**src/rtl/dmd_pkg.sv**
```systemverilog
package dmd_pkg;

    // Which modulus the current output period uses
    typedef enum logic {
        PH_LO = 1'b0,
        PH_HI = 1'b1
    } dmd_phase_e;

    // Shortest allowed period, in reference cycles
    localparam int unsigned DMD_MIN_PERIOD = 2;

endpackage

```
**src/rtl/dmd_cfg_sel.sv**
```systemverilog
// Turns raw configuration into the settings the sequencer uses:
// clamps the moduli and applies integer mode.
module dmd_cfg_sel #(
    parameter int unsigned NW = 12,
    parameter int unsigned MW = 8
) (
    input  logic                 frac_mode_i,
    input  logic [1:0][NW-1:0]   n_raw_i,
    input  logic [MW-1:0]        m_lo_raw_i,
    input  logic [MW-1:0]        m_hi_raw_i,
    output logic [1:0][NW-1:0]   n_eff_o,
    output logic [MW-1:0]        m_lo_eff_o,
    output logic [MW-1:0]        m_hi_eff_o,
    output logic                 run_o
);
    import dmd_pkg::*;

    localparam logic [NW-1:0] N_FLOOR = NW'(DMD_MIN_PERIOD);
    localparam logic [MW-1:0] M_ONE   = MW'(1);

    // Each modulus gets the same floor clamp
    for (genvar g = 0; g < 2; g++) begin : g_clamp
        always_comb begin
            n_eff_o[g] = (n_raw_i[g] < N_FLOOR) ? N_FLOOR : n_raw_i[g];
        end
    end

    always_comb begin
        if (frac_mode_i) begin
            m_lo_eff_o = m_lo_raw_i;
            m_hi_eff_o = m_hi_raw_i;
        end else begin
            // Integer mode: a one-period pattern of the low-phase modulus
            m_lo_eff_o = M_ONE;
            m_hi_eff_o = '0;
        end
        run_o = (m_lo_eff_o != '0) || (m_hi_eff_o != '0);
    end

endmodule

```
**src/rtl/dmd_phase_seq.sv**
```systemverilog
// Steps through the two phases of a pattern and holds the captured
// configuration, which is reloaded only at pattern boundaries.
module dmd_phase_seq #(
    parameter int unsigned NW = 12,
    parameter int unsigned MW = 8
) (
    input  logic                 clk_i,
    input  logic                 rst_ni,
    input  logic                 gate_i,
    input  logic [1:0][NW-1:0]   n_eff_i,
    input  logic [MW-1:0]        m_lo_eff_i,
    input  logic [MW-1:0]        m_hi_eff_i,
    input  logic                 run_i,
    input  logic                 period_end_i,
    output logic                 active_o,
    output logic [NW-1:0]        cur_n_o
);
    import dmd_pkg::*;

    localparam logic [MW-1:0] M_ONE = MW'(1);

    typedef struct packed {
        logic                active;
        dmd_phase_e          phase;
        logic [MW-1:0]       pcnt;
        logic [1:0][NW-1:0]  n;
        logic [MW-1:0]       m_lo;
        logic [MW-1:0]       m_hi;
    } seq_state_t;

    seq_state_t s_d, s_q;
    logic [MW-1:0] cur_m;
    logic          last_in_phase;
    logic          pattern_end;

    always_comb begin
        s_d           = s_q;
        cur_m         = (s_q.phase == PH_HI) ? s_q.m_hi : s_q.m_lo;
        last_in_phase = (s_q.pcnt == cur_m - M_ONE);
        pattern_end   = s_q.active && period_end_i && last_in_phase &&
                        ((s_q.phase == PH_HI) || (s_q.m_hi == '0));

        if (!gate_i) begin
            s_d.active = 1'b0;
            s_d.phase  = PH_LO;
            s_d.pcnt   = '0;
        end else if (!s_q.active || pattern_end) begin
            // Capture a fresh configuration and begin a pattern
            s_d.active = run_i;
            s_d.n      = n_eff_i;
            s_d.m_lo   = m_lo_eff_i;
            s_d.m_hi   = m_hi_eff_i;
            s_d.phase  = (m_lo_eff_i != '0) ? PH_LO : PH_HI;
            s_d.pcnt   = '0;
        end else if (period_end_i) begin
            if (last_in_phase) begin
                s_d.phase = PH_HI;
                s_d.pcnt  = '0;
            end else begin
                s_d.pcnt  = s_q.pcnt + M_ONE;
            end
        end
    end

    always_ff @(posedge clk_i) begin
        if (!rst_ni) begin
            s_q <= '0;
        end else begin
            s_q <= s_d;
        end
    end

    assign active_o = s_q.active;
    assign cur_n_o  = (s_q.phase == PH_HI) ? s_q.n[1] : s_q.n[0];

    // the period count stays within the run length of its phase
    assert_pcnt_in_run_R4: assert property (@(posedge clk_i) disable iff (!rst_ni)
        s_q.active |-> (s_q.pcnt < cur_m));

    // an active phase never has a run length of zero
    assert_phase_not_empty_R7: assert property (@(posedge clk_i) disable iff (!rst_ni)
        s_q.active |-> (cur_m != '0));

    // the captured configuration holds for the whole pattern
    assert_cfg_held_R6: assert property (@(posedge clk_i) disable iff (!rst_ni)
        (s_q.active && $past(s_q.active) && !$past(pattern_end) && $past(gate_i))
        |-> $stable({s_q.n, s_q.m_lo, s_q.m_hi}));

    // a low gate leaves the divider idle on the next cycle
    assert_gate_low_idle_R11: assert property (@(posedge clk_i) disable iff (!rst_ni)
        !gate_i |=> !s_q.active);

endmodule

```
**src/rtl/dmd_period_ctr.sv**
```systemverilog
// Counts reference cycles within one output period and forms the tick
// and the square wave.
module dmd_period_ctr #(
    parameter int unsigned NW = 12
) (
    input  logic           clk_i,
    input  logic           rst_ni,
    input  logic           active_i,
    input  logic [NW-1:0]  n_i,
    output logic           period_end_o,
    output logic           tick_o,
    output logic           sq_o
);
    localparam logic [NW-1:0] N_ONE = NW'(1);

    logic [NW-1:0] cyc_d, cyc_q;

    always_comb begin
        period_end_o = active_i && (cyc_q == n_i - N_ONE);
        if (!active_i || period_end_o) begin
            cyc_d = '0;
        end else begin
            cyc_d = cyc_q + N_ONE;
        end
        tick_o = active_i && (cyc_q == '0);
        sq_o   = active_i && (cyc_q < (n_i >> 1));
    end

    always_ff @(posedge clk_i) begin
        if (!rst_ni) begin
            cyc_q <= '0;
        end else begin
            cyc_q <= cyc_d;
        end
    end

    // the cycle count never reaches the modulus in use
    assert_cyc_in_period_R3: assert property (@(posedge clk_i) disable iff (!rst_ni)
        active_i |-> (cyc_q < n_i));

    // a tick lasts one cycle
    assert_tick_single_R3: assert property (@(posedge clk_i) disable iff (!rst_ni)
        tick_o |=> !tick_o);

endmodule

```
**src/rtl/dmd_clk_div.sv**
```systemverilog
module dmd_clk_div #(
    parameter int unsigned NW = 12,
    parameter int unsigned MW = 8
) (
    input  logic           clk_i,
    input  logic           rst_ni,
    input  logic           osc_gate_i,
    input  logic           frac_mode_i,
    input  logic [NW-1:0]  div_lo_i,
    input  logic [NW-1:0]  div_hi_i,
    input  logic [MW-1:0]  run_lo_i,
    input  logic [MW-1:0]  run_hi_i,
    output logic           tick_o,
    output logic           sq_o
);
    logic [1:0][NW-1:0] n_eff;
    logic [MW-1:0]      m_lo_eff, m_hi_eff;
    logic               run;
    logic               active;
    logic [NW-1:0]      cur_n;
    logic               period_end;

    dmd_cfg_sel #(.NW(NW), .MW(MW)) u_cfg (
        .frac_mode_i (frac_mode_i),
        .n_raw_i     ({div_hi_i, div_lo_i}),
        .m_lo_raw_i  (run_lo_i),
        .m_hi_raw_i  (run_hi_i),
        .n_eff_o     (n_eff),
        .m_lo_eff_o  (m_lo_eff),
        .m_hi_eff_o  (m_hi_eff),
        .run_o       (run)
    );

    dmd_phase_seq #(.NW(NW), .MW(MW)) u_seq (
        .clk_i        (clk_i),
        .rst_ni       (rst_ni),
        .gate_i       (osc_gate_i),
        .n_eff_i      (n_eff),
        .m_lo_eff_i   (m_lo_eff),
        .m_hi_eff_i   (m_hi_eff),
        .run_i        (run),
        .period_end_i (period_end),
        .active_o     (active),
        .cur_n_o      (cur_n)
    );

    dmd_period_ctr #(.NW(NW)) u_ctr (
        .clk_i        (clk_i),
        .rst_ni       (rst_ni),
        .active_i     (active),
        .n_i          (cur_n),
        .period_end_o (period_end),
        .tick_o       (tick_o),
        .sq_o         (sq_o)
    );

    // the square output is high in every tick cycle
    assert_sq_at_tick_R5: assert property (@(posedge clk_i) disable iff (!rst_ni)
        tick_o |-> sq_o);

    // the modulus in use is never below two
    assert_period_floor_R10: assert property (@(posedge clk_i) disable iff (!rst_ni)
        active |-> (cur_n >= NW'(2)));

endmodule

```
**config.mk**
```make
export PLATFORM = sky130hd
export DESIGN_NAME = dmd_clk_div
export DESIGN_NICKNAME = d
export VERILOG_FILES = /design/src/rtl/dmd_pkg.sv /design/src/rtl/dmd_cfg_sel.sv /design/src/rtl/dmd_phase_seq.sv /design/src/rtl/dmd_period_ctr.sv /design/src/rtl/dmd_clk_div.sv
export SDC_FILE = /design/constraint.sdc
export NUM_CORES = 1
export LEC_CHECK = 0
export BUFFER_PORTS_ARGS = -buffer_cell sky130_fd_sc_hd__buf_2
export CORE_ASPECT_RATIO = 0.8
export CORE_MARGIN = 1.5
export CORE_UTILIZATION = 40
export CTS_BUF_LIST = sky130_fd_sc_hd__clkbuf_16
export DETAILED_ROUTE_END_ITERATION = 10
export PLACE_DENSITY_LB_ADDON = 0.2
export SYNTH_ARGS = -nofsm -noshare
export SYNTH_HDL_FRONTEND = slang
export SYNTH_SLANG_ARGS = --single-unit
```
**constraint.sdc**
```tcl
create_clock -name clk_i -period 5.6 [get_ports clk_i]
set_input_delay 0.28 -clock clk_i [delete_from_list [all_inputs] [get_ports clk_i]]
set_output_delay 0.28 -clock clk_i [all_outputs]
set_load 0.1 [all_outputs]
```
Yosys cells after proc, flatten, opt, wreduce, memory -nomap -nowiden:

Index checks and enable logic that the tools add are counted.
W data, S select, Z words.

* register bits after elaboration: 62
* input port bits: 44

* add/sub/neg operators: 4
* order comparisons: 3
* eq/ne operators: 2
* muxes and demuxes: 11
* bitwise logic cells: 2
* reductions and logical operators: 22

Operators with widths (count)
* $mux W12: 3
* $mux W8: 4
* $lt A12 B2 Y1 const B: 2
* $mux W9: 2
* $reduce_bool A8 Y1: 2
* $add A12 B1 Y12 const B: 1
* $eq A12 B12 Y1: 1
* $logic_not A12 Y1: 1
* $lt A12 B11 Y1: 1
* $sub A12 B1 Y12 const B: 1
* $add A8 B1 Y8 const B: 1
* $eq A8 B8 Y1: 1
* $logic_not A8 Y1: 1
* $sub A8 B1 Y8 const B: 1
* $logic_and A1 B1 Y1: 6
* $reduce_and A2 Y1: 3
* $logic_or A1 B1 Y1: 4
* $reduce_bool A2 Y1: 2
* $reduce_or A3 Y1: 1
* $mux W1: 2
* $not A1 Y1: 2
* $reduce_or A2 Y1: 1
* $logic_not A1 Y1: 1

Depth between registers and ports, before layout:

Gate-level depths: netlist of the first run.

* depth in word-level cells: 10
* gate-level depth with buffers: 15

Cells and area by module:

Synthesis of the first run repeated with hierarchy kept, for this count alone.

* cell total of the unflattened synthesis: 497
* area total of the unflattened synthesis: 4066.4 µm²

By module, submodules not included
* dmd_phase_seq: instances 1, cells each 281, area an instance 2538.7 µm², sequential area each 1001.0 µm²
* dmd_period_ctr: instances 1, cells each 161, area an instance 1242.4 µm², sequential area each 240.2 µm²
* dmd_cfg_sel: instances 1, cells each 55, area an instance 285.3 µm², sequential area each 0.0 µm²

Worst setup path before layout of the first run:

Ideal clock, no wire load.

* path type: reg-to-output
* from: reg u_seq.s_q[48] in the netlist's numbering
* to: out sq_o
* arrival time: 3625 ps
* required time: 5320 ps
* setup slack: 1695 ps
* stages on the path, launching flop included: 12
* path buffers: 2
* cells stage by stage: dfxtp_1 -> buf_4 -> clkbuf_1 -> mux2i_1 -> ha_1 -> o21a_1 -> o21a_1 -> o21ai_0 -> nand2b_1 -> a21oi_1 -> o21ai_0 -> a31oi_1

* longest elaborated chain between the ends: 3

Ends and longest elaborated chain
* from (decl): line dmd_phase_seq.sv:31 `seq_state_t s_d, s_q;`
* from (signal assigned): line dmd_phase_seq.sv:67 `s_q <= '0;`
* from (signal assigned): line dmd_phase_seq.sv:69 `s_q <= s_d;`
* $mux W12: line dmd_phase_seq.sv:74 `assign cur_n_o = (s_q.phase == PH_HI) ? s_q.n[1] : s_q.n[0];`
* $lt A12 B11 Y1: line dmd_period_ctr.sv:26 `sq_o = active_i && (cyc_q < (n_i >> 1));`
* $logic_and A1 B1 Y1: line dmd_period_ctr.sv:26
* to (decl): line dmd_clk_div.sv:14 `output logic sq_o`

No other way between the ends.

Worst setup path in the final report of the first run:

* from: reg u_seq.s_q[48] in the netlist's numbering
* to: reg u_seq.s_q[2] in the netlist's numbering

* longest elaborated chain between the ends: 9
* elaborated cells on any way between the ends: 13
* those cells by class: 2 x add/sub; 2 x eq/ne; 2 x mux; 7 x reduce/logical

Ends and longest elaborated chain
* $mux W12: line dmd_phase_seq.sv:74
* $sub A12 B1 Y12: line dmd_period_ctr.sv:19 `period_end_o = active_i && (cyc_q == n_i - N_ONE);`
* $eq A12 B12 Y1: line dmd_period_ctr.sv:19
* $logic_and A1 B1 Y1: line dmd_period_ctr.sv:19
* $logic_and A1 B1 Y1 (2 in series): line dmd_phase_seq.sv:40 `pattern_end = s_q.active && period_end_i && last_in_phase &&`
* $logic_and A1 B1 Y1 *: line dmd_phase_seq.sv:40
* $logic_or A1 B1 Y1 *: line dmd_phase_seq.sv:47 `end else if (!s_q.active || pattern_end) begin`
* $reduce_and A2 Y1 (no line) *

Every way passes the cells marked *; elsewhere a longest branch is shown, timed or not.
A chain may end at the register's enable or synchronous reset.

==> results by group, run 1 <==
Status
  • Status: complete, no violations

Global routing
  • GRT overflow: 0
  • Tot GR Track Use: 0.186
  • Initial antenna violation count: 0
  • Number of global-route vias before repair: a little under 3000
  • First-pass GRT wire length: about 15 mm
  • Largest net degree at the start of global routing: between 60 and 70

Die
  • Placeable Area: 9110 um^2
  • Die area: about 10000 um^2
  • Num ports: 46
  • Die Wd: between 100 and 150 um
  • Starting density of the core: 0.416
  • Die Y: around 90 um
  • FP Rows: 31

Cells and area
  • Final nets: around 530
  • Final Non-Filler Cells: between 500 and 600
  • Reg area: about 1200 um^2
  • Antenna fix cells: 0
  • Fillers: 887
  • Syn-to-layout area delta: 15.4%
  • Multi-input combinational cell area: 2390 um^2
  • Proportion of layout cells with a drive suffix above 1: 0.154

Logic synthesis
  • Ys flop type: dfxtp_1
  • Synth unique cells: 53
  • Cell Area, Synth: ~3800 um^2
  • Synth area leader: dfxtp_1
  • Synth warnings: 0
  • Share of synthesized registers carrying an async set or reset: 0
  • Post-Syn Nets: roughly 490
  • Avg Cell Area, Syn: a little under 9 um^2
  • Top cell type's share of synthesized area: 0.328
  • Cells after Synth: 433
  • Top post-synthesis cells by area: dfxtp_1 33%, mux2i_1 12%, nand2_1 5.9%
  • #FFs+latches synth: 62
  • Post-synth EDFFs: 0
  • Seq/Total Area, Yosys: 0.328

Clock network
  • Reg clk slew, reported paths: around 60 ps
  • Worst-Skew Late Latency: approximately 330 ps
  • CTS tree: done
  • Num CTS Buffers: 9
  • Post-CTS Resized: 0
  • Clock Root Buffer: clkbuf_16
  • H-tree Lvls: 3
  • Setup bufs post-CTS: 0
  • Clk sinks: between 60 and 70
  • Hold Buf Count CTS: 0
  • Longest Clk Path Bufs: 2

Routing
  • Average wire per standard cell: 15.5 um
  • DR vias: approximately 3300
  • Residual DRC count: 0
  • Vias per inst: 5.58
  • DR pass1 iterations: 5
  • Initial drt markers: around 180
  • DRT Wirelength: 9.13 mm
  • Post-DRT Antenna Nets: 0

STA
  • Final Max Slew Viols: 0
  • RSZ-0062 raised after global routing: false
  • Fmax: 221 MHz
  • Clk_skew: ~8.7 ps
  • Crit path time final: between 4000 and 5000 ps
  • Final Hold Fails: 0
  • TNS Setup: 0 ps
  • Slew @ Worst Pin: 709 ps
  • Slew margin rel.: 0.527
  • Final period util: 0.809
  • WHS: roughly 170 ps
  • Final number of setup-violating endpoints: 0

Critical path
  • Top Family by Delay on Critical Path: simple AND/OR/NAND/NOR gates
  • Critical Path Sink Type: register
  • Crit Path Category: register to register
  • Cell Chain, Critical Path: buf_4 > mux2i_1 > ha_1 > o21ai_0 > or4_1 > a21oi_1 > o221ai_1 > or3_1 > a2bb2oi_4 > buf_4 > a32o_1
  • CP required: roughly 5800 ps
  • Crit-path max FO: 40
  • Startpoint Class: register
  • Slowest stage delay, CP: between 700 and 800 ps
  • Arrival @ worst endpoint: roughly 4800 ps
  • CP max-delay cell: dfxtp_1
  • CP dominant cell by count: buf_4
  • Worst path bufs/invs: 2

Placement
  • Inst Count DP: 573
  • Port bufs: 45
  • Detail Placement HPWL: approximately 6.7 mm
  • GPL Wtd Cong: between 0.8 and 0.9

Power and ir drop
  • Pwr per Cell Area: 288 nW/um^2
  • Worst vdd ir: 0.000189 V
  • Pleak: 1.71 nW
  • Total Power: around 0.0013 W

Run
  • Max-cap viol count: 0

Worst hold path
  • HP Class: input pin to register
## layout by cell type, fill, tap and decap left out, types with 2 or more instances in the layout
| cell type | instances |
|---|---|
| nand2_1 | 60 |
| clkinv_1 | 2 |
| clkbuf_16 | 9 |
| nor3b_1 | 5 |
| nand3_1 | 20 |
| and2_1 | 2 |
| o21a_1 | 4 |
| buf_2 | 45 |
| nor4_1 | 13 |
| mux2i_1 | 45 |
| xnor2_1 | 17 |
| or3_1 | 11 |
| nand4_1 | 6 |
| nor3_1 | 13 |
| buf_4 | 3 |
| o21ai_0 | 17 |
| or4_1 | 4 |
| xor2_1 | 20 |
| inv_1 | 7 |
| ha_1 | 15 |
| and3_1 | 5 |
| a21oi_1 | 14 |
| mux2_2 | 4 |
| a21o_1 | 2 |
| bufinv_16 | 2 |
| o221ai_1 | 3 |
| nor2_1 | 17 |
| a31oi_1 | 2 |
| dfxtp_1 | 62 |
| a32o_1 | 15 |
| clkinv_4 | 2 |
| nand2b_1 | 4 |
## layout make-up
class | count | area share
inverter | 8 | 0.00687
timing repair buffer | 48 | 0.0567
clock buffer | 9 | 0.0515
sequential | 62 | 0.284
tap | 115 | 0.0329
multi-input combinational | 340 | 0.546
clock inverter | 7 | 0.0223
## report_power, final
group	internal [W]	total (W)	switching, W
clock network	0.000391	0.000605	0.000214
logic	0.0000789	0.000179	0.000100
registers	0.000458	0.000476	0.0000177
## Yosys cell counts (all sizes together) (3+ instances only)
master	instances
xnor2	17
dfxtp	62
and3	5
nand4	6
mux2i	45
a32o	15
or4	4
nor3	13
o221ai	3
nor4	13
clkbuf	14
xor2	20
ha	15
nor3b	5
inv	7
nor2	17
o21a	4
o21ai	18
nand2b	4
nand3	20
or3	11
nand2	60
a21oi	14
buf	9
mux2	4
## sequential cells by signal, summed over array words and instances (netlist names)
name	flops
u_seq.s_q	49
u_ctr.cyc_q	12
u_seq.active_o	1
## stage by stage
| stage | setup slack, ps | util | cell area, um^2 |
|---|---|---|---|
| after global routing | 827 | 0.480 | 4370 |
| after floorplan | 1700 | - | 3790 |
| after detailed placement | 1100 | 0.444 | 4050 |
| final | 1070 | 0.480 | 4370 |
| after CTS | 1090 | 0.480 | 4370 |
| after global placement | 1220 | 0.444 | 4050 |
## layer usage
metal	GRT usage	wire length [um]
met4	0.0591	128
met1	0.286	4760
met5	0	0
met3	0.0452	517
met2	0.251	3720
## worst register-to-register path, delay by kind of cell, from the launching register on
kind	cells	cell delay, ps
AO/OA/AOI/OAI	5	1090
multiplexers	1	390
adder cells (fa/ha/maj)	1	350
flip-flops	1	750
AND/OR/NAND/NOR	2	1120
buffers and inverters	2	720
## worst paths after layout
kind,start,endpoint,slack (ps),cells after the start
worst min register to register,u_seq.s_q[38],u_seq.s_q[38],470,2
worst max-delay path,u_seq.s_q[48],u_seq.s_q[2],1070,11
worst min-delay path,run_hi_i[7],u_seq.s_q[7],170,2
worst max register to register,u_seq.s_q[48],u_seq.s_q[2],1070,11
## logic make-up (layout without fill, tap and decap cells)
family | Yosys count | in the layout | synth area share
and+or+nand+nor | 170 | 170 | 0.230
DFF | 62 | 62 | 0.328
muxes | 49 | 49 | 0.131
AOI/OAI and AO/OA | 69 | 69 | 0.135
buffers and inverters | 31 | 72 | 0.0423
adders and majority gates | 15 | 15 | 0.0495
xor gates and xnor gates | 37 | 37 | 0.0855
Power figures use the tool's default switching activity.
==> inputs of run 2 (changes only) <==
--- a/config.mk
+++ b/config.mk
@@ -5,6 +5,7 @@
 export SDC_FILE = /design/constraint.sdc
 export NUM_CORES = 1
 export LEC_CHECK = 0
+export ABC_AREA = 1
 export BUFFER_PORTS_ARGS = -buffer_cell sky130_fd_sc_hd__buf_2
 export CORE_ASPECT_RATIO = 0.8
 export CORE_MARGIN = 1.5
==> constraint.sdc (replaced) <==
create_clock -name clk_i -period 4.1 [get_ports clk_i]
set_input_delay 0.205 -clock clk_i [delete_from_list [all_inputs] [get_ports clk_i]]
set_output_delay 0.205 -clock clk_i [all_outputs]
set_load 0.1 [all_outputs]
==> run 2 against run 1 <==
  * Critical path depth rose by 8
  * Register-to-register slack got worse by 330 ps
  * Sequential share of layout area fell by 4.4 points
  * Sequential power rose by 38%
  * Non-clock buffer count rose by 2
  * Final area rose by 18%
  * Global-route usage rose by 3.1 points
  * Combinational power rose to 2.8 times the previous value
  * Clock skew rose by 1.9 ps
  * Worst setup slack got worse by 330 ps
  * Die area rose by 19%
  * Largest power group unchanged
  * Highest routed layer unchanged
==> results by group, run 2 <==
Status
  • Status: complete, no violations

Logic synthesis
  • Post-synth EDFFs: 0
  • Synth unique cells: 37
  • Avg Cell Area, Syn: just under 6 um^2
  • Most frequent cell after synthesis: nand2_1
  • Seq/Total Area, Yosys: 0.274
  • Synth area leader: dfxtp_1
  • Top post-synthesis cells by area: dfxtp_1 27%, nand2_1 20%, nor2_1 9.7%
  • Cells after Synth: 770
  • Share of synthesized registers carrying an async set or reset: 0
  • Ys flop type: dfxtp_1
  • #FFs+latches synth: between 60 and 70
  • Synth warnings: 0
  • Cell Area, Synth: 4530 um^2
  • Top cells by count, synth: 245 x nand2_1, 117 x nor2_1, 113 x inv_1
  • Top cell type's share of synthesized area: 0.274
  • Post-Syn Nets: approximately 830

Routing
  • DR WL met2: 4.86 mm
  • Post-DRT Antenna Nets: 0
  • DRT Wirelength: ~12 mm
  • Residual DRC count: 0
  • DR pass1 iterations: 5
  • Initial drt markers: 306
  • Top Metal Used: met4
  • Average wire per standard cell: ~13 um
  • Vias per inst: ~5
  • Met1 WL: approximately 6.5 mm
  • DR vias: ~4700
  • Met3 Wirelength: slightly above 800 um

Clock network
  • Num CTS Buffers: 9
  • Clk sinks: 62
  • Longest Clk Path Bufs: 2
  • CTS tree: done
  • Reg clk slew, reported paths: approximately 50 ps
  • Setup bufs post-CTS: 0
  • Hold Buf Count CTS: 0
  • H-tree Lvls: 3
  • Worst-Skew Late Latency: between 300 and 400 ps
  • Clock Root Buffer: clkbuf_16
  • Post-CTS Resized: 0

Global routing
  • Number of global-route vias before repair: 4311
  • Tot GR Track Use: 0.217
  • First-pass GRT wire length: ~21 mm
  • Largest net degree at the start of global routing: 60
  • GRT overflow: 0
  • Initial antenna violation count: 0

STA
  • Fmax: about 300 MHz
  • Final number of setup-violating endpoints: 0
  • Final Max Slew Viols: 0
  • Slew @ Worst Pin: roughly 800 ps
  • Final period util: 0.821
  • Slew margin rel.: 0.469
  • TNS Setup: 0 ps
  • Final Hold Fails: 0
  • Clk_skew: between 10 and 15 ps
  • RSZ-0062 raised after global routing: false
  • Crit path time final: roughly 3400 ps

Cells and area
  • Fillers: ~1200
  • Commonest non-fill, non-tap cells in the layout: 245 x nand2_1, 117 x nor2_1, 114 x inv_1
  • Proportion of layout cells with a drive suffix above 1: 0.115
  • Largest register FFs: ~50
  • Reg with most FFs: u_seq.s_q
  • Antenna fix cells: 0
  • Most common cell after layout, fill and taps aside: nand2_1
  • Final nets: ~860
  • Syn-to-layout area delta: 14.0%

Run
  • Max-cap viol count: 0

Worst hold path
  • WHS Path Cells: 3
  • HP Class: input pin to register

Critical path
  • Crit-path max FO: 59
  • Crit Path Category: register to register
  • R2R cell count: 19
  • Arrival @ worst endpoint: roughly 3600 ps
  • Startpoint Class: register
  • Critical Path Sink Type: register
  • R2R setup slack: 730 ps
  • CP required: ~4300 ps

Power and ir drop
  • Pwr per Cell Area: a little under 400 nW/um^2
  • Worst vdd ir: between 0.0002 and 0.0003 V
  • Pleak: roughly 2.6 nW
  • Total Power: 0.00203 W

Die
  • FP Rows: 34
  • Num ports: 46
  • Die area: 12000 um^2
  • Starting density of the core: 0.414
  • Die Y: 98.2 um
  • Die Wd: about 120 um
  • Placeable Area: approximately 11000 um^2

Placement
  • Detail Placement HPWL: about 9.4 mm
  • GPL Wtd Cong: 0.880
  • Port bufs: 45
[run 2: final timing paths]
| kind | from | to |
|---|---|---|
| worst min-delay path | div_lo_i[9] | u_seq.s_q[25] |
| worst min register to register | u_ctr.cyc_q[0] | u_ctr.cyc_q[0] |
| worst max register to register | u_seq.s_q[48] | u_seq.s_q[24] |
| worst max-delay path | u_seq.s_q[48] | u_seq.s_q[24] |
[run 2: where the power goes]
part | switching (W) | internal [W]
registers | 0.0000173 | 0.000639
clock network | 0.000289 | 0.000590
logic | 0.000332 | 0.000165
total | 0.000638 | 0.00139
[run 2: per-stage QoR]
step | worst slack, ps | std cells | util | hold slack, ps | instance area [um^2]
2_1_floorplan | 843 | 770 | - | 340 | 4530
3_3_place_gp | 838 | 937 | 0.442 | 444 | 4830
3_5_place_dp | 775 | 937 | 0.442 | 448 | 4830
4_1_cts | 739 | 953 | 0.473 | 110 | 5170
5_1_grt | 254 | 953 | 0.473 | 126 | 5170
6_report | 734 | 953 | 0.473 | 120 | 5170
[run 2: final cells by class]
| cell class | instances | area [um^2] | area share |
|---|---|---|---|
| inverters | 116 | 438 | 0.0848 |
| repair buffers | 50 | 263 | 0.0509 |
| clock inverters | 7 | 114 | 0.0220 |
| multi-input cells | 565 | 2710 | 0.524 |
| clock buffers | 9 | 225 | 0.0436 |
| flip-flops and latches | 62 | 1240 | 0.240 |
| well taps | 144 | 180 | 0.0349 |
[run 2: cell families after synthesis]
group	count (synthesis)	share of synthesized area
and+or+nand+nor	489	0.463
AOI/OAI and AO/OA	43	0.0583
adders and majority gates	15	0.0414
DFF	62	0.274
buffers and inverters	143	0.129
xor gates and xnor gates	18	0.0348
[run 2: layer usage]
layer  global-route usage  vias to the layer above
met5                    0                        -
li1                     -                     2466
met1                0.328                     2080
met3               0.0502                        6
met2                0.306                      121
met4               0.0543                        0
[run 2: critical path: stages (launching register included)]
cell and delay [ps]:
dfxtp_1 470, buf_4 290, nand2_1 90, nand2_2 120
ha_1 220, nand3_1 130, nor2_2 200, nand2_1 80
nand2_1 80, nand2_1 60, nand2_1 70, nand2_1 70
nor2_1 130, nand3_1 150, o21bai_4 130, buf_4 270
nand3_2 80, buf_4 320, nor2_1 190, nor2_1 60
